`src/rtl/aud_ser_pkg.sv`:
```
`timescale 1ns/1ps
// Shared types for the audio serial transmitter.
// Assumes: the mode fields are decoded once, at the top level.
package aud_ser_pkg;

    typedef enum logic [2:0] {
        FR_I2S  = 3'd0,
        FR_LJ   = 3'd1,
        FR_RJ   = 3'd2,
        FR_DSPA = 3'd3,
        FR_DSPB = 3'd4
    } frame_mode_e;

    // Decode the three mode fields into a single framing.
    function automatic frame_mode_e pick_mode(input logic dsp_sel,
                                              input logic [1:0] std_sel,
                                              input logic [1:0] pulse_sel);
        frame_mode_e m;
        if (dsp_sel) begin
            m = (pulse_sel == 2'd0) ? FR_DSPA : FR_DSPB;
        end else begin
            case (std_sel)
                2'd1:    m = FR_LJ;
                2'd2:    m = FR_RJ;
                default: m = FR_I2S;
            endcase
        end
        return m;
    endfunction

    // Framings in which the MSB trails the slot start by one bit.
    function automatic logic is_delayed(input frame_mode_e m);
        return (m == FR_I2S) || (m == FR_DSPA);
    endfunction

endpackage

```
`src/rtl/aud_ser_pos.sv`:
```
`timescale 1ns/1ps
// Bit-position counter within the frame.
// Purpose: tracks which bit of the frame is sent next and wraps at the frame length.
// Assumes: is_dsp and pairs_m1 are stable while transmitting. frame_mark is only
// looked at on a bit tick.
module aud_ser_pos #(
    parameter int SLOT_W    = 32,
    parameter int MAX_PAIRS = 4,
    localparam int SB       = $clog2(SLOT_W),
    localparam int PAIR_W   = (MAX_PAIRS > 1) ? $clog2(MAX_PAIRS) : 1,
    localparam int POS_W    = $clog2(2 * SLOT_W * MAX_PAIRS),
    localparam int LEN_W    = POS_W + 1
) (
    input  logic              clk,
    input  logic              rst_n,
    input  logic              bit_tick,
    input  logic              frame_mark,
    input  logic              is_dsp,
    input  logic [PAIR_W-1:0] pairs_m1,
    output logic [POS_W-1:0]  pos_next,
    output logic [POS_W-1:0]  pos_q
);

    logic [LEN_W-1:0] frame_len;
    logic [LEN_W-1:0] last_pos;

    // Frame length: two slots per pair in the DSP framings, otherwise always two slots.
    always_comb begin
        if (is_dsp) begin
            frame_len = (LEN_W'(pairs_m1) + LEN_W'(1)) << (SB + 1);
        end else begin
            frame_len = LEN_W'(2 * SLOT_W);
        end
        last_pos = frame_len - LEN_W'(1);
    end

    // Next position: hold between ticks, restart on a mark or at the frame end.
    always_comb begin
        if (!bit_tick) begin
            pos_next = pos_q;
        end else if (frame_mark) begin
            pos_next = '0;
        end else if ({1'b0, pos_q} >= last_pos) begin
            pos_next = '0;
        end else begin
            pos_next = pos_q + POS_W'(1);
        end
    end

    // Position register.
    always_ff @(posedge clk) begin
        if (!rst_n) begin
            pos_q <= '0;
        end else begin
            pos_q <= pos_next;
        end
    end

    p_mark_zero_r11: assert property (@(posedge clk) disable iff (!rst_n)
        (bit_tick && frame_mark) |=> (pos_q == '0))
        else $error("frame mark did not restart the position");

    p_pos_hold_r12: assert property (@(posedge clk) disable iff (!rst_n)
        !bit_tick |=> $stable(pos_q))
        else $error("position moved without a bit tick");

endmodule

```
`src/rtl/aud_ser_word.sv`:
```
`timescale 1ns/1ps
// Slot word capture.
// Purpose: takes one sample per slot start and holds it for the rest of the slot.
// Assumes: go is high only while transmitting. slot_start is valid on bit ticks.
module aud_ser_word #(
    parameter int SLOT_W = 32
) (
    input  logic              clk,
    input  logic              rst_n,
    input  logic              bit_tick,
    input  logic              go,
    input  logic              slot_start,
    input  logic [SLOT_W-1:0] smp_data,
    input  logic              smp_valid,
    output logic              smp_ready,
    output logic [SLOT_W-1:0] word_next,
    output logic [SLOT_W-1:0] word_q
);

    // Pop strobe: only at a slot start, on a tick, while transmitting.
    always_comb smp_ready = bit_tick && go && slot_start;

    // Word for the bit being entered: a new sample, zero fill, or the held word.
    always_comb begin
        if (!go) begin
            word_next = '0;
        end else if (slot_start) begin
            word_next = smp_valid ? smp_data : '0;
        end else begin
            word_next = word_q;
        end
    end

    // Held word register, updated once per bit tick.
    always_ff @(posedge clk) begin
        if (!rst_n) begin
            word_q <= '0;
        end else if (bit_tick) begin
            word_q <= word_next;
        end
    end

    p_empty_zero_r9: assert property (@(posedge clk) disable iff (!rst_n)
        (smp_ready && !smp_valid) |=> (word_q == '0))
        else $error("starved slot did not load zeros");

endmodule

```
`src/rtl/aud_ser_shape.sv`:
```
`timescale 1ns/1ps
// Serial bit and frame-sync shaper.
// Purpose: picks the data bit for the current slot position under the selected
// framing, builds the word-select or pulse level, and registers both on a bit tick.
// Assumes: word_q still holds the previous slot's word when a slot starts.
module aud_ser_shape
    import aud_ser_pkg::*;
#(
    parameter int SLOT_W = 32,
    localparam int SB    = $clog2(SLOT_W)
) (
    input  logic              clk,
    input  logic              rst_n,
    input  logic              bit_tick,
    input  logic              go,
    input  frame_mode_e       mode,
    input  logic [SB-1:0]     wl_m1,
    input  logic [SB-1:0]     bit_idx,
    input  logic              chan_odd,
    input  logic              frame_start,
    input  logic [SLOT_W-1:0] word_next,
    input  logic [SLOT_W-1:0] word_q,
    output logic              sd_out,
    output logic              ws_out
);

    logic          tail_bit;
    logic [SB-1:0] k_idx;
    logic          lj_bit;
    logic [SB-1:0] rj_thr;
    logic          rj_bit;
    logic          sd_d;
    logic          ws_d;
    logic          dsp_mode;

    // Data bit selection for the justified and delayed framings.
    always_comb begin
        tail_bit = (wl_m1 == SB'(SLOT_W - 1)) ? word_q[0] : 1'b0;
        k_idx    = bit_idx - SB'(is_delayed(mode));
        lj_bit   = (k_idx <= wl_m1) ? word_next[wl_m1 - k_idx] : 1'b0;
        rj_thr   = SB'(SLOT_W - 1) - wl_m1;
        rj_bit   = (bit_idx >= rj_thr) ? word_next[SB'(SLOT_W - 1) - bit_idx] : 1'b0;
        case (mode)
            FR_RJ:           sd_d = rj_bit;
            FR_I2S, FR_DSPA: sd_d = (bit_idx == '0) ? tail_bit : lj_bit;
            default:         sd_d = lj_bit;
        endcase
    end

    // Word-select level or one-bit frame pulse.
    always_comb begin
        dsp_mode = (mode == FR_DSPA) || (mode == FR_DSPB);
        case (mode)
            FR_I2S:       ws_d = chan_odd;
            FR_LJ, FR_RJ: ws_d = !chan_odd;
            default:      ws_d = frame_start;
        endcase
    end

    // Output registers, silenced while not transmitting.
    always_ff @(posedge clk) begin
        if (!rst_n) begin
            sd_out <= 1'b0;
            ws_out <= 1'b0;
        end else if (bit_tick) begin
            sd_out <= go && sd_d;
            ws_out <= go && ws_d;
        end
    end

    p_idle_zero_r10: assert property (@(posedge clk) disable iff (!rst_n)
        (bit_tick && !go) |=> (!sd_out && !ws_out))
        else $error("outputs active while stopped");

    p_out_hold_r12: assert property (@(posedge clk) disable iff (!rst_n)
        !bit_tick |=> ($stable(sd_out) && $stable(ws_out)))
        else $error("outputs moved without a bit tick");

    p_dsp_pulse_r5: assert property (@(posedge clk) disable iff (!rst_n)
        (bit_tick && go && dsp_mode && !frame_start) |=> !ws_out)
        else $error("frame pulse longer than one bit");

endmodule

```
`src/rtl/aud_ser_tx.sv`:
```
`timescale 1ns/1ps
// Multi-format audio serial transmitter, top level.
// Purpose: decodes the framing, gates transmission to frame starts, and joins the
// position counter, the slot word capture and the bit shaper.
// Assumes: configuration pins change only while tx_run is low. The slot width
// equals the sample word width.
module aud_ser_tx
    import aud_ser_pkg::*;
#(
    parameter int SLOT_W    = 32,
    parameter int MAX_PAIRS = 4,
    localparam int SB       = $clog2(SLOT_W),
    localparam int PAIR_W   = (MAX_PAIRS > 1) ? $clog2(MAX_PAIRS) : 1,
    localparam int POS_W    = $clog2(2 * SLOT_W * MAX_PAIRS)
) (
    input  logic              clk,
    input  logic              rst_n,
    input  logic              bit_tick,
    input  logic              frame_mark,
    input  logic              tx_run,
    input  logic              fmt_dsp,
    input  logic [1:0]        fmt_std,
    input  logic [1:0]        dsp_pulse,
    input  logic [SB-1:0]     wl_m1,
    input  logic [PAIR_W-1:0] pairs_m1,
    input  logic [SLOT_W-1:0] smp_data,
    input  logic              smp_valid,
    output logic              smp_ready,
    output logic              sd_out,
    output logic              ws_out
);

    frame_mode_e       mode;
    logic [POS_W-1:0]  pos_next;
    logic [POS_W-1:0]  pos_q;
    logic              act_q;
    logic              frame_start;
    logic              slot_start;
    logic              go;
    logic [SLOT_W-1:0] word_next;
    logic [SLOT_W-1:0] word_q;

    // Framing decode and position flags.
    always_comb begin
        mode        = pick_mode(fmt_dsp, fmt_std, dsp_pulse);
        frame_start = (pos_next == '0);
        slot_start  = (pos_next[SB-1:0] == '0);
        go          = tx_run && (act_q || frame_start);
    end

    // Active flag: set at a frame start while running, cleared at once when stopped.
    always_ff @(posedge clk) begin
        if (!rst_n) begin
            act_q <= 1'b0;
        end else if (!tx_run) begin
            act_q <= 1'b0;
        end else if (bit_tick && frame_start) begin
            act_q <= 1'b1;
        end
    end

    aud_ser_pos #(.SLOT_W(SLOT_W), .MAX_PAIRS(MAX_PAIRS)) u_pos (
        .clk        (clk),
        .rst_n      (rst_n),
        .bit_tick   (bit_tick),
        .frame_mark (frame_mark),
        .is_dsp     (fmt_dsp),
        .pairs_m1   (pairs_m1),
        .pos_next   (pos_next),
        .pos_q      (pos_q)
    );

    aud_ser_word #(.SLOT_W(SLOT_W)) u_word (
        .clk        (clk),
        .rst_n      (rst_n),
        .bit_tick   (bit_tick),
        .go         (go),
        .slot_start (slot_start),
        .smp_data   (smp_data),
        .smp_valid  (smp_valid),
        .smp_ready  (smp_ready),
        .word_next  (word_next),
        .word_q     (word_q)
    );

    aud_ser_shape #(.SLOT_W(SLOT_W)) u_shape (
        .clk         (clk),
        .rst_n       (rst_n),
        .bit_tick    (bit_tick),
        .go          (go),
        .mode        (mode),
        .wl_m1       (wl_m1),
        .bit_idx     (pos_next[SB-1:0]),
        .chan_odd    (pos_next[SB]),
        .frame_start (frame_start),
        .word_next   (word_next),
        .word_q      (word_q),
        .sd_out      (sd_out),
        .ws_out      (ws_out)
    );

    p_ready_run_r9: assert property (@(posedge clk) disable iff (!rst_n)
        smp_ready |-> (tx_run && bit_tick))
        else $error("pop outside a running tick");

    p_start_frame_r10: assert property (@(posedge clk) disable iff (!rst_n)
        $rose(act_q) |-> (pos_q == '0))
        else $error("transmission began away from a frame start");

endmodule

```
`config.mk`:
```
export PLATFORM = sky130hd
export DESIGN_NAME = aud_ser_tx
export DESIGN_NICKNAME = d
export VERILOG_FILES = /design/src/rtl/aud_ser_pkg.sv /design/src/rtl/aud_ser_pos.sv /design/src/rtl/aud_ser_word.sv /design/src/rtl/aud_ser_shape.sv /design/src/rtl/aud_ser_tx.sv
export SDC_FILE = /design/constraint.sdc
export NUM_CORES = 1
export LEC_CHECK = 0
export ABC_AREA = 1
export BUFFER_PORTS_ARGS = -buffer_cell sky130_fd_sc_hd__buf_2
export CAP_MARGIN = 20
export CORE_UTILIZATION = 24
export CTS_CLUSTER_DIAMETER = 100
export CTS_CLUSTER_SIZE = 8
export DETAILED_ROUTE_END_ITERATION = 8
export HOLD_SLACK_MARGIN = 0.12
export SKIP_CTS_REPAIR_TIMING = 1
export SLEW_MARGIN = 20
export SYNTH_ARGS = -nofsm -noshare
export SYNTH_HDL_FRONTEND = slang
export SYNTH_SLANG_ARGS = --single-unit
```
`constraint.sdc`:
```
create_clock -name clk -period 6.1 [get_ports clk]
set_input_delay 1.22 -clock clk [delete_from_list [all_inputs] [get_ports clk]]
set_output_delay 1.22 -clock clk [all_outputs]
set_load 0.02 [all_outputs]
```
**Yosys cells after proc, flatten, opt, wreduce, memory -nomap -nowiden**

Cells that the tools add are included.

- Magnitude comparators: 5
- Muxes and demuxes: 20
- Reductions and logical operators: 16
- $add $sub $neg: 7
- Eq/ne operators: 6

Operators with widths:

| cell | number |
|---|---|
| $mux W32 | 3 |
| $mux W8 | 3 |
| $lt A5 B6 Y1 const B | 2 |
| $bmux W1 S5 | 2 |
| $sub A5 B5 Y5 const A | 2 |
| $ge A8 B9 Y1 | 1 |
| $mux W9 | 1 |
| $sub A9 B1 Y9 const B | 1 |
| $add A8 B1 Y8 const B | 1 |
| $logic_not A8 Y1 | 1 |
| $eq A3 B2 Y1 const B | 2 |
| $logic_and A1 B1 Y1 | 6 |
| $mux W1 | 6 |
| $mux W3 | 2 |
| $eq A5 B5 Y1 const B | 1 |
| $ge A5 B5 Y1 | 1 |
| $le A5 B5 Y1 | 1 |
| $logic_not A5 Y1 | 1 |
| $sub A5 B1 Y5 | 1 |
| $sub A5 B5 Y5 | 1 |
| $pmux W1 S2 | 2 |
| $pmux W2 S2 | 1 |
| $reduce_or A2 Y1 | 2 |
| $add A2 B1 Y3 const B | 1 |
| 8 further kinds | 9 |

- Input bits: 50
- Register bits: 43
- Word-level logic and storage cells: 59
- Output and inout port bits: 3

**Longest topological paths before layout**

Gate-level depths: netlist of run 1.

- Depth after elaboration: 17
- Mapped depth: 28
- Mapped depth without buffers: 27

**Cells and area by module**

From an unflattened synthesis of run 1, not the netlist that was laid out.

- Cells, all modules: 666
- Area, all modules: 4,219.0 um^2

By module, submodules not included:

| module | sequential area each (um^2) | area an instance (um^2) | cells an instance | times used |
|---|---|---|---|---|
| aud_ser_word | 640.6 | 2,130.8 | 283 | 1 |
| aud_ser_shape | 40.0 | 1,316.3 | 252 | 1 |
| aud_ser_pos | 160.2 | 648.1 | 108 | 1 |
| aud_ser_tx | 20.0 | 123.9 | 23 | 1 |

**Worst setup path before layout of run 1**

Ideal clock, no wire load.

- Path type: in2reg
- From: in pairs_m1[0]
- To: reg u_shape.sd_out
- Stages: 24
- Path buffers: 2
- Slack: 1,089 ps
- Data required time: 6,033 ps
- Arrival: 4,944 ps
- Library setup time: 67 ps
- Cells stage by stage: ha_1 nand2_1 ha_1 ha_1 a21oi_1 a21o_1 nand3_1 nand2_2 buf_2 clkinv_1 ha_1 inv_1 fa_1 clkbuf_1 inv_1 nand3_1 nand3_1 nand3_1 nand3_1 nand2_1 nand2_1 nand3_1 nand2_1 a21oi_2

- Word-level cells in the longest chain between the ends: 17
- Elaborated cells between the ends (all ways): 27
- Those cells by class: 5 x add/sub; 3 x order compare; 14 x mux; 5 x reduce/logical

Ends and longest elaborated chain:

| what | RTL line | RTL |
|---|---|---|
| start: declaration | aud_ser_tx.sv:25 | `input logic [PAIR_W-1:0] pairs_m1,` |
| $add A2 B1 Y3 (*) | aud_ser_pos.sv:30 | `frame_len = (LEN_W'(pairs_m1) + LEN_W'(1)) << (SB + 1);` |
| $mux W9 (*) | aud_ser_pos.sv:29 | `if (is_dsp) begin` |
| $sub A9 B1 Y9 (*) | aud_ser_pos.sv:34 | `last_pos = frame_len - LEN_W'(1);` |
| $ge A8 B9 Y1 (*) | aud_ser_pos.sv:43 | `end else if ({1'b0, pos_q} >= last_pos) begin` |
| $mux W8 (*) | aud_ser_pos.sv:43 |  |
| $mux W8 (*) | aud_ser_pos.sv:41 | `end else if (frame_mark) begin` |
| $mux W8 (*) | aud_ser_pos.sv:39 | `if (!bit_tick) begin` |
| named net pos_next[1] | aud_ser_tx.sv:34 | `logic [POS_W-1:0] pos_next;` |
| parallel branches: the longest is 9 deep, another holds $sub A5 B1 Y5 | - |  |
| $logic_and A1 B1 Y1 (*) | aud_ser_shape.sv:66 | `sd_out <= go && sd_d;` |
| end signal: assignment | aud_ser_shape.sv:66 |  |
| end: declaration | aud_ser_shape.sv:23 | `output logic sd_out,` |

Mark *: on every way through the listed nets, which the timed path passes. The select of a mux whose other input is x is not followed.
A chain may end at the register's enable or synchronous reset.

**Worst setup path in the final report of run 1**

- From: in pairs_m1[0]
- To: out smp_ready

- Word-level cells in the longest chain between the ends: 12
- Elaborated cells between the ends (all ways): 13
- Those cells by class: 2 x add/sub; 1 x order compare; 4 x mux; 6 x reduce/logical

Ends and longest elaborated chain:

| what | RTL line | RTL |
|---|---|---|
| $add A2 B1 Y3 (*) | aud_ser_pos.sv:30 |  |
| $mux W9 (*) | aud_ser_pos.sv:29 |  |
| $sub A9 B1 Y9 (*) | aud_ser_pos.sv:34 |  |
| $ge A8 B9 Y1 (*) | aud_ser_pos.sv:43 |  |
| $mux W8 (*) | aud_ser_pos.sv:43 |  |
| $mux W8 (*) | aud_ser_pos.sv:41 |  |
| $mux W8 (*) | aud_ser_pos.sv:39 |  |
| $logic_not A8 Y1 | aud_ser_tx.sv:46 | `frame_start = (pos_next == '0);` |
| $logic_or A1 B1 Y1 | aud_ser_tx.sv:48 | `go = tx_run && (act_q \|\| frame_start);` |
| $logic_and A1 B1 Y1 | aud_ser_tx.sv:48 |  |
| $logic_and A1 B1 Y1 | aud_ser_word.sv:21 | `always_comb smp_ready = bit_tick && go && slot_start;` |
| $logic_and A1 B1 Y1 (*) | aud_ser_word.sv:21 |  |
| end: declaration | aud_ser_tx.sv:28 | `output logic smp_ready,` |

Every way passes the cells marked *; elsewhere a longest branch is shown, timed or not.

==> results.tsv, run 1 <==
metric	value	unit
Data required, critical path	4880	ps
CP startpoint kind	primary input	
first-pass GRT wire length	20700	um
critical path buffer and inverter count	3	
post-route setup TNS	0	ps
Final min period	5230	ps
Setup CP Type	in2out	
CP endpoint kind	output pin	
critical path's top delay family	simple AND/OR/NAND/NOR gates	
CTS Buf Count	5	
top post-synthesis cells by area	dfxtp_1 22%, nand2_1 20%, nor2_1 8.6%	
Post-Syn Nets	731	
Worst Clk Skew	6.68	ps
Placement Rows	46	
drt pass-1 iters	4	
CTS clk-pin slew, worst paths	60	ps
top-area cell type share of the netlist area	22.1	%
syn avg cell area	5.87	sq um
max-capacitance violation count	0	
hold crit path type	reg2reg	
drt wl/cell	13.6	um
final hold vios	0	
Residual DRC	0	
core area	15900	sq um
setup violators final	0	
Seq/Total Area, Yosys	22.1	%
EDFF count, synth	0	
Worst path slowest cell	ha_1	
CP Max Fanout	11	
largest net degree at the start of global routing	39	
Routed Antenna Nets	0	
DRT iter0 DRCs	342	
achievable frequency	191	MHz
GR Overflow Total	0	
final worst slack	871	ps
Root Driver	clkbuf_16	
Mapped Area	3890	sq um
Sink Count	43	
Routed WL	12500	um
clk_lat worst skew	300	ps
Cells after Synth	663	
Final Cycle Share	85.7	%
Overall Global Routing Usage	15.8	%
ratio of cells with drive above 1 in the final layout	14.9	%
Power Density	218	nW/um^2
YS warnings	0	
initial antenna violation count	0	
Crit path top cell by count	ha_1	
Longest Clk Path Bufs	2	
Nets	767	
count of cell types in the netlist	39	
Die Height	129	um
GPL Wtd Cong	0.856	
Pleak	0.00212	uW
H-tree Lvls	2	
area leader, netlist	dfxtp_1	
DIE AREA	16700	sq um
unrepaired setup endpoints after global routing	no	
CTS tree	built	
pre-CTS setup slack	626	ps
Synth async-reset ratio	0	%
#FFs+latches synth	43	
max_slew headroom	62.1	%
Least-Margin Pin Slew	569	ps
most instantiated cells after synthesis	203 x nand2_1, 89 x nor2_1, 74 x inv_1, 66 x nand3_1, 43 x dfxtp_1	
Vias/cell	4.54	
I/O pins	53	
biggest cell delay along the critical path	290	ps
most common cell in the netlist	nand2_1	
die width	129	um
vias in the first global route	4010	
Synth-to-Final Area Change	15.5	%
status	finished clean	
DPL Wire Length	9350	um
Worst Path Arrival	4010	ps
n_diodes	0	
I/O Buffers	52	
initial core utilization	24.5	%
Primary FF master, synth	dfxtp_1	
CP Cell Sequence	buf_2 > ha_1 > nand2_1 > ha_1 > ha_1 > nand2_1 > a21oi_1 > nand2_4 > nand3_1 > nand2_2 > nor2_8 > nand2_2 > nor2_4 > o21ai_2 > nor2_1 > inv_1 > nor2_1 > buf_2	
Max Slew Vio Count	0	
maximum vdd drop	94.8	uV
via count	4155	
## layer usage
metal / global-route usage (%) / vias up / part of all wire, %
li1: - / 2176 / -
met1: 22.7 / 1861 / 51
met2: 24.7 / 107 / 42
met3: 2.60 / 11 / 5.9
met4: 3.53 / 0 / 0.98
met5: 0 / - / 0
## path summary, 6_finish.rpt
kind / from / end / slack [ps] / depth (start not counted)
max: pairs_m1[0] / smp_ready / 870 / 18
min: u_word.word_q[12] / u_word.word_q[12] / 470 / 2
max reg2reg: u_pos.pos_q[7] / u_shape.sd_out / 2200 / 21
min reg2reg: u_word.word_q[12] / u_word.word_q[12] / 470 / 2
## stage by stage
| stage | std cells | total power, uW | area [sq um] | hold WS [ps] | utilization (%) |
|---|---|---|---|---|---|
| after CTS | 916 | 987 | 4500 | 466 | 28.3 |
| after detailed placement | 908 | 659 | 4320 | 452 | 27.2 |
| after global routing | 916 | 1050 | 4500 | 481 | 28.3 |
| after floorplan | 663 | 561 | 3890 | 437 | - |
| after global placement | 908 | 660 | 4320 | 451 | 27.2 |
| final | 916 | 983 | 4500 | 465 | 28.3 |
## report_power, final
| group | switching (uW) | total (uW) | internal, uW |
|---|---|---|---|
| Sequential | 5.92 | 302 | 296 |
| Clock | 125 | 329 | 204 |
| Combinational | 232 | 352 | 120 |
## logic make-up after synthesis
family | Yosys count | synth area share, %
AO/OA/AOI/OAI | 85 | 13.2
XOR/XNOR | 6 | 1.35
adder cells (fa/ha/maj) | 18 | 5.97
buffers and inverters | 112 | 11.9
flip-flops | 43 | 22.1
AND/OR/NAND/NOR | 399 | 45.5
## worst reg2reg max path, cell delays in order, from the launching register on
cell and delay [ps]:
dfxtp_1 330, ha_1 300, a21oi_1 150, a21o_1 280
nand3_1 170, nand2_4 220, inv_2 150, ha_1 240
ha_1 210, xnor2_1 140, ha_1 350, nand2_1 60
o21ai_0 280, xor2_1 310, inv_1 110, nand3_1 100
nand3_1 70, nand2_1 80, nand2_1 50, nand3_1 60
nand2_1 60, a21oi_2 110
## cell type report
class                           count  area, sq um
Inverter                           82          308
Timing Repair Buffer               59          313
Multi-Input combinational cell    508         2570
Clock buffer                        6          139
Clock inverter                      2         35.0
Sequential cell                    43          861
Fill cell                        1863        11400
Tap cell                          216          270
## placed cells by master, fill, tap and decap left out, types with 13 or more instances in the layout
cell type	synthesis	final
a211oi_1	24	24
a21oi_1	25	25
buf_2	6	52
dfxtp_1	43	43
ha_1	17	17
inv_1	74	74
nand2_1	203	203
nand3_1	66	66
nor2_1	89	89
nor2_2	13	13
o21ai_0	14	14
## state kept, by name (all words and copies together), names as in the netlist
signal	cells
act_q	1
u_shape.sd_out	1
u_shape.ws_out	1
u_pos.pos_q	8
u_word.word_q	32
No activity file was read; power rests on OpenSTA's default activity.
==> run 2: changes to the inputs <==
==> constraint.sdc (replaced) <==
create_clock -name clk -period 5.1 [get_ports clk]
set_input_delay 1.02 -clock clk [delete_from_list [all_inputs] [get_ports clk]]
set_output_delay 1.02 -clock clk [all_outputs]
set_load 0.02 [all_outputs]
==> run 2 against run 1 <==
Total power rose by 17%; worst setup slack got worse by 560 ps; critical path depth unchanged; sequential power increased by 20%; first-iteration DRC count down 21%; sequential cell count stayed put; design area rose by 0.95%; sequential share of layout area is 0.18 points lower; worst hold slack got worse by 1.6 ps; combinational power increased by 19%; global-route usage down 0.65 points; non-clock buffer count increased by 6.
==> results.tsv, run 2 (synthesis gave the netlist of run 1 again) <==
metric	value	unit	change
status	finished clean		
vias in the first global route	3977		-0.82%
Synth-to-Final Area Change	16.6	%	
Overall Global Routing Usage	15.2	%	-0.65 points
GPL Wtd Cong	0.928		+8.4%
unrepaired setup endpoints after global routing	no		
CP Cell Sequence	buf_2 > ha_1 > nand2_1 > ha_1 > ha_1 > nand2_1 > a21oi_1 > nand2_4 > nand3_1 > nand2_2 > nor2_8 > nand2_2 > nor2_4 > o21ai_2 > nor2_1 > inv_1 > nor2_1 > buf_2		
Data required, critical path	4080	ps	-800 ps
leading cell type in the layout, fill and taps excluded	nand2_1		
GR Overflow Total	0		unchanged
n_diodes	0		unchanged
max-capacitance violation count	0		unchanged
Regs by FF count	u_word.word_q: 32 flops, u_pos.pos_q: 8 flops		
Routed Antenna Nets	0		unchanged
CTS clk-pin slew, worst paths	70	ps	about the same
Vias/cell	4.51		-0.66%
via count	4150		-0.12%
DIE AREA	16700	sq um	unchanged
CP startpoint kind	primary input		
Routed WL	11800	um	-5.4%
ratio of cells with drive above 1 in the final layout	15.3	%	+0.46 points
initial core utilization	24.5	%	unchanged
Cell Int Power	732	uW	+18%
Comb power frac	36.5	%	+0.7 points
DRT iter0 DRCs	269		-21%
worst r2r src	u_pos.pos_q[7]		
biggest cell delay along the critical path	290	ps	about the same
FILL cells	1821		-2.3%
final hold vios	0		unchanged
clk_lat worst skew	290	ps	about the same
setup violators final	0		unchanged
most frequent cells in the layout	203 x nand2_1, 89 x nor2_1, 74 x inv_1, 66 x nand3_1, 52 x buf_2		
largest net degree at the start of global routing	35		-10%
switching share of power	36.4	%	-0.51 points
CP startpoint	pairs_m1[0]		
Worst Path Arrival	3770	ps	-240 ps
Seq pwr share	31.4	%	+0.7 points
initial antenna violation count	0		unchanged
Placement Rows	46		unchanged
Residual DRC	0		unchanged
Die Height	129	um	unchanged
Worst Clk Skew	7.66	ps	+0.985 ps
Worst Hold Launch	u_word.word_q[28]		
drt pass-1 iters	5		+1
Power Density	253	nW/um^2	+16%
die width	129	um	unchanged
max_slew headroom	60.9	%	-1.2 points
Final min period	4790	ps	
CTS Buf Count	5		unchanged
maximum vdd drop	115	uV	+21%
Longest Clk Path Bufs	2		unchanged
Sink Count	43		unchanged
critical path buffer and inverter count	3		unchanged
hold crit path type	reg2reg		
Largest Register	u_word.word_q		
H-tree Lvls	2		unchanged
core area	15900	sq um	unchanged
Final Cycle Share	93.9	%	
critical path's top delay family	simple AND/OR/NAND/NOR gates		
drt wl/cell	12.8	um	-5.9%
post-layout util	28.6	%	+0.27 points
first-pass GRT wire length	19900	um	-3.7%
I/O pins	53		unchanged
Root Driver	clkbuf_16		
net load switching power	418	uW	+15%
Pleak	0.00214	uW	+1.1%
achievable frequency	209	MHz	
Worst path slowest cell	ha_1		
Clk pwr share	32.1	%	-1.3 points
CP endpoint kind	output pin		
Max Slew Vio Count	0		unchanged
Crit path top cell by count	ha_1		
DPL Wire Length	8900	um	-4.8%
CP Max Fanout	11		unchanged
CTS tree	built		
post-route setup TNS	0	ps	unchanged
Setup CP Type	in2out		
Least-Margin Pin Slew	587	ps	+18.2 ps
I/O Buffers	52		unchanged
max FFs per register	32		unchanged
Nets	773		+0.78%
==> run 2: cell types whose count changed in the layout (fill, tap and decap cells not counted), sizes merged <==
| cell | previous run | this run |
|---|---|---|
| buf | 59 | 65 |
| clkinv | 4 | 3 |
==> run 2: tightest hold or removal path: stages, from the launching register on <==
cell and delay [ps]:
dfxtp_1 300, inv_1 50, a211oi_1 70
==> run 2: power groups by stage <==
stage	registers (uW)	logic, uW	clock network (uW)
after CTS	361	421	376
after floorplan	368	304	0
after global placement	368	417	0
final	361	420	369
after detailed placement	368	418	0
after global routing	363	480	392
==> run 2: per-stage QoR <==
step	hold WS [ps]	instance area, sq um	setup WS (ps)	std cells	total power (uW)
global route	477	4540	38.5	921	1230
finish	464	4540	309	921	1150
global placement	451	4380	221	914	785
detailed placement	457	4380	136	914	786
floorplan	437	3890	289	663	671
CTS	466	4540	286	921	1160
==> run 2: metal layers <==
| metal | up-vias | share of wire (%) | track usage, % |
|---|---|---|---|
| met2 | 107 | 43 | 24.6 |
| met3 | 15 | 5.5 | 2.44 |
| met4 | 0 | 1.2 | 3.53 |
| li1 | 2198 | - | - |
| met5 | - | 0 | 0 |
| met1 | 1830 | 51 | 21.0 |
==> run 2: area by class of cell <==
type                            instances  area [sq um]  share of cell area (%)
Multi-Input combinational cell        508          2570                    56.7
Sequential cell                        43           861                    19.0
Timing Repair Buffer                   65           370                    8.16
Inverter                               82           308                    6.78
Tap cell                              216           270                    5.95
Clock buffer                            6           129                    2.84
Clock inverter                          1          30.0                   0.661
==> run 2: path summary, 6_finish.rpt <==
path | endpoint | slack [ps] | cells past startpoint
worst min register to register | u_word.word_q[28] | 460 | 2
worst min-delay path | u_word.word_q[28] | 460 | 2
worst max-delay path | smp_ready | 310 | 18
worst max register to register | u_shape.sd_out | 1480 | 20
==> run 3: changes to the inputs <==
--- a/config.mk
+++ b/config.mk
@@ -8,11 +8,12 @@
 export ABC_AREA = 1
 export BUFFER_PORTS_ARGS = -buffer_cell sky130_fd_sc_hd__buf_2
 export CAP_MARGIN = 20
-export CORE_UTILIZATION = 24
+export CORE_UTILIZATION = 55
 export CTS_CLUSTER_DIAMETER = 100
 export CTS_CLUSTER_SIZE = 8
 export DETAILED_ROUTE_END_ITERATION = 8
 export HOLD_SLACK_MARGIN = 0.12
+export PLACE_DENSITY = 0.77
 export SKIP_CTS_REPAIR_TIMING = 1
 export SLEW_MARGIN = 20
 export SYNTH_ARGS = -nofsm -noshare
==> run 3 against run 2 <==
Worst setup slack gained 55 ps; worst hold slack gained 2.9 ps; critical path type unchanged; critical path depth is the same; largest power group unchanged; fmax grew 1.2%; via count grew 3.3%; sequential cell count is the same; final cell count shrank 13%; design area shrank 4.2%.
==> results.tsv, run 3 (synthesis gave the netlist of run 1 again) <==
metric	value	unit	change
status	finished clean		
FILL cells	683		-62%
Die Height	86.2	um	-33%
Overall Global Routing Usage	30.9	%	+16 points
post-route cell area	4350	sq um	-4.2%
hold crit path type	reg2reg		
Area after DPL	4230	sq um	-3.4%
Synth-to-Final Area Change	11.7	%	
CTS clk-pin slew, worst paths	100	ps	+30 ps
initial antenna violation count	0		unchanged
Pleak	0.00212	uW	-1.0%
Worst Clk Skew	11.6	ps	+3.91 ps
I/O Buffers	52		unchanged
depth of the worst register-to-register path	21		+5.0%
die width	86.2	um	-33%
final hold vios	0		unchanged
Data required, critical path	4080	ps	about the same
Worst Path Arrival	3720	ps	-50 ps
Final min period	4740	ps	-54.9 ps
CP endpoint kind	output pin		
initial core utilization	57.0	%	+32 points
Largest Register	u_word.word_q		
DRT iter0 DRCs	223		-17%
max-capacitance violation count	0		unchanged
Least-Margin Pin Slew	615	ps	+28.4 ps
worst r2r src	u_pos.pos_q[7]		
Setup CP Type	in2out		
GPL Wtd Cong	1.01		+9.1%
Placement Rows	30		-35%
max_slew headroom	59.0	%	-1.9 points
drt wl/cell	13.5	um	+5.7%
first-pass GRT wire length	18200	um	-8.7%
most frequent cells in the layout	203 x nand2_1, 89 x nor2_1, 74 x inv_1, 66 x nand3_1, 52 x buf_2		
Routed WL	10900	um	-7.8%
CP startpoint kind	primary input		
H-tree Lvls	2		unchanged
unrepaired setup endpoints after global routing	no		
Power Total	1020	uW	-11%
maximum vdd drop	123	uV	+6.6%
r2r endpoint	u_shape.sd_out		
Regs by FF count	u_word.word_q: 32 flops, u_pos.pos_q: 8 flops		
Power Density	234	nW/um^2	-7.7%
post-route setup TNS	0	ps	unchanged
Worst setup endpoint	smp_ready		
Sink Count	43		unchanged
clk_lat worst skew	310	ps	+20 ps
drt pass-1 iters	5		unchanged
via count	4289		+3.3%
GR Overflow Total	0		unchanged
I/O pins	53		unchanged
n_diodes	0		unchanged
CP Max Fanout	8		-3
CTS Buf Count	5		unchanged
vias in the first global route	3880		-2.4%
Residual DRC	0		unchanged
setup violators final	0		unchanged
DIE AREA	7420	sq um	-56%
Vias/cell	5.34		+19%
DPL Wire Length	8140	um	-8.6%
largest net degree at the start of global routing	62		+77%
core area	6830	sq um	-57%
CP startpoint	pairs_m1[0]		
Nets	774		+0.13%
CTS tree	built		
ratio of cells with drive above 1 in the final layout	15.7	%	+0.38 points
FF-to-FF setup slack	1570	ps	+90 ps
leading cell type in the layout, fill and taps excluded	nand2_1		
achievable frequency	211	MHz	+1.2%
Routed Antenna Nets	0		unchanged
max FFs per register	32		unchanged
Max Slew Vio Count	0		unchanged
Longest Clk Path Bufs	2		unchanged
Final Cycle Share	92.9	%	-1.1 points
Root Driver	clkbuf_8		
run 3: worst min path at each step:
| stage | cells past startpoint | startpoint | end |
|---|---|---|---|
| after floorplan | 2 | u_word.word_q[15] | u_word.word_q[15] |
| after global placement | 2 | u_word.word_q[12] | u_word.word_q[12] |
| after detailed placement | 2 | u_word.word_q[1] | u_word.word_q[1] |
| after CTS | 2 | u_word.word_q[18] | u_word.word_q[18] |
| after global routing | 2 | u_word.word_q[15] | u_word.word_q[15] |
| final | 2 | u_word.word_q[15] | u_word.word_q[15] |
run 3: metrics by stage:
stage	util, %	setup WS, ps	hold slack (ps)	std cells
finish	63.7	364	467	803
global route	63.7	168	480	803
CTS	63.3	370	471	802
detailed placement	61.9	146	454	794
global placement	61.9	225	450	794
floorplan	-	289	437	663
run 3: final cells by class:
| class | instances | area [sq um] | share of cell area [%] |
|---|---|---|---|
| well taps | 96 | 120 | 2.76 |
| clock inverters | 3 | 23.8 | 0.546 |
| inverters | 82 | 308 | 7.07 |
| flip-flops and latches | 43 | 861 | 19.8 |
| multi-input cells | 508 | 2570 | 59.1 |
| repair buffers | 66 | 398 | 9.14 |
| clock buffers | 5 | 68.8 | 1.58 |
run 3: where the power goes:
part	switching, uW	total, uW	internal (uW)
clock	140	239	98.3
sequential	7.60	362	354
combinational	267	418	151
run 3: layer usage:
metal / GRT usage (%) / wire length, um / up-vias
met1: 40.2 / 4960 / 1943
met5: 0 / 0 / -
met4: 9.55 / 208 / 0
met2: 53.4 / 5130 / 128
met3: 3.37 / 568 / 19
li1: - / - / 2199
run 3: critical path: stages:
cell and delay [ps]:
buf_2 100, ha_1 260, nand2_1 50, ha_1 320
ha_1 310, a21oi_1 70, a21o_1 180, buf_4 160
nand3_2 70, nand2_2 150, nor2_8 230, nand2_2 90
nor2_4 150, o21ai_2 90, nor2_1 150, inv_1 70
nor2_1 80, buf_2 160
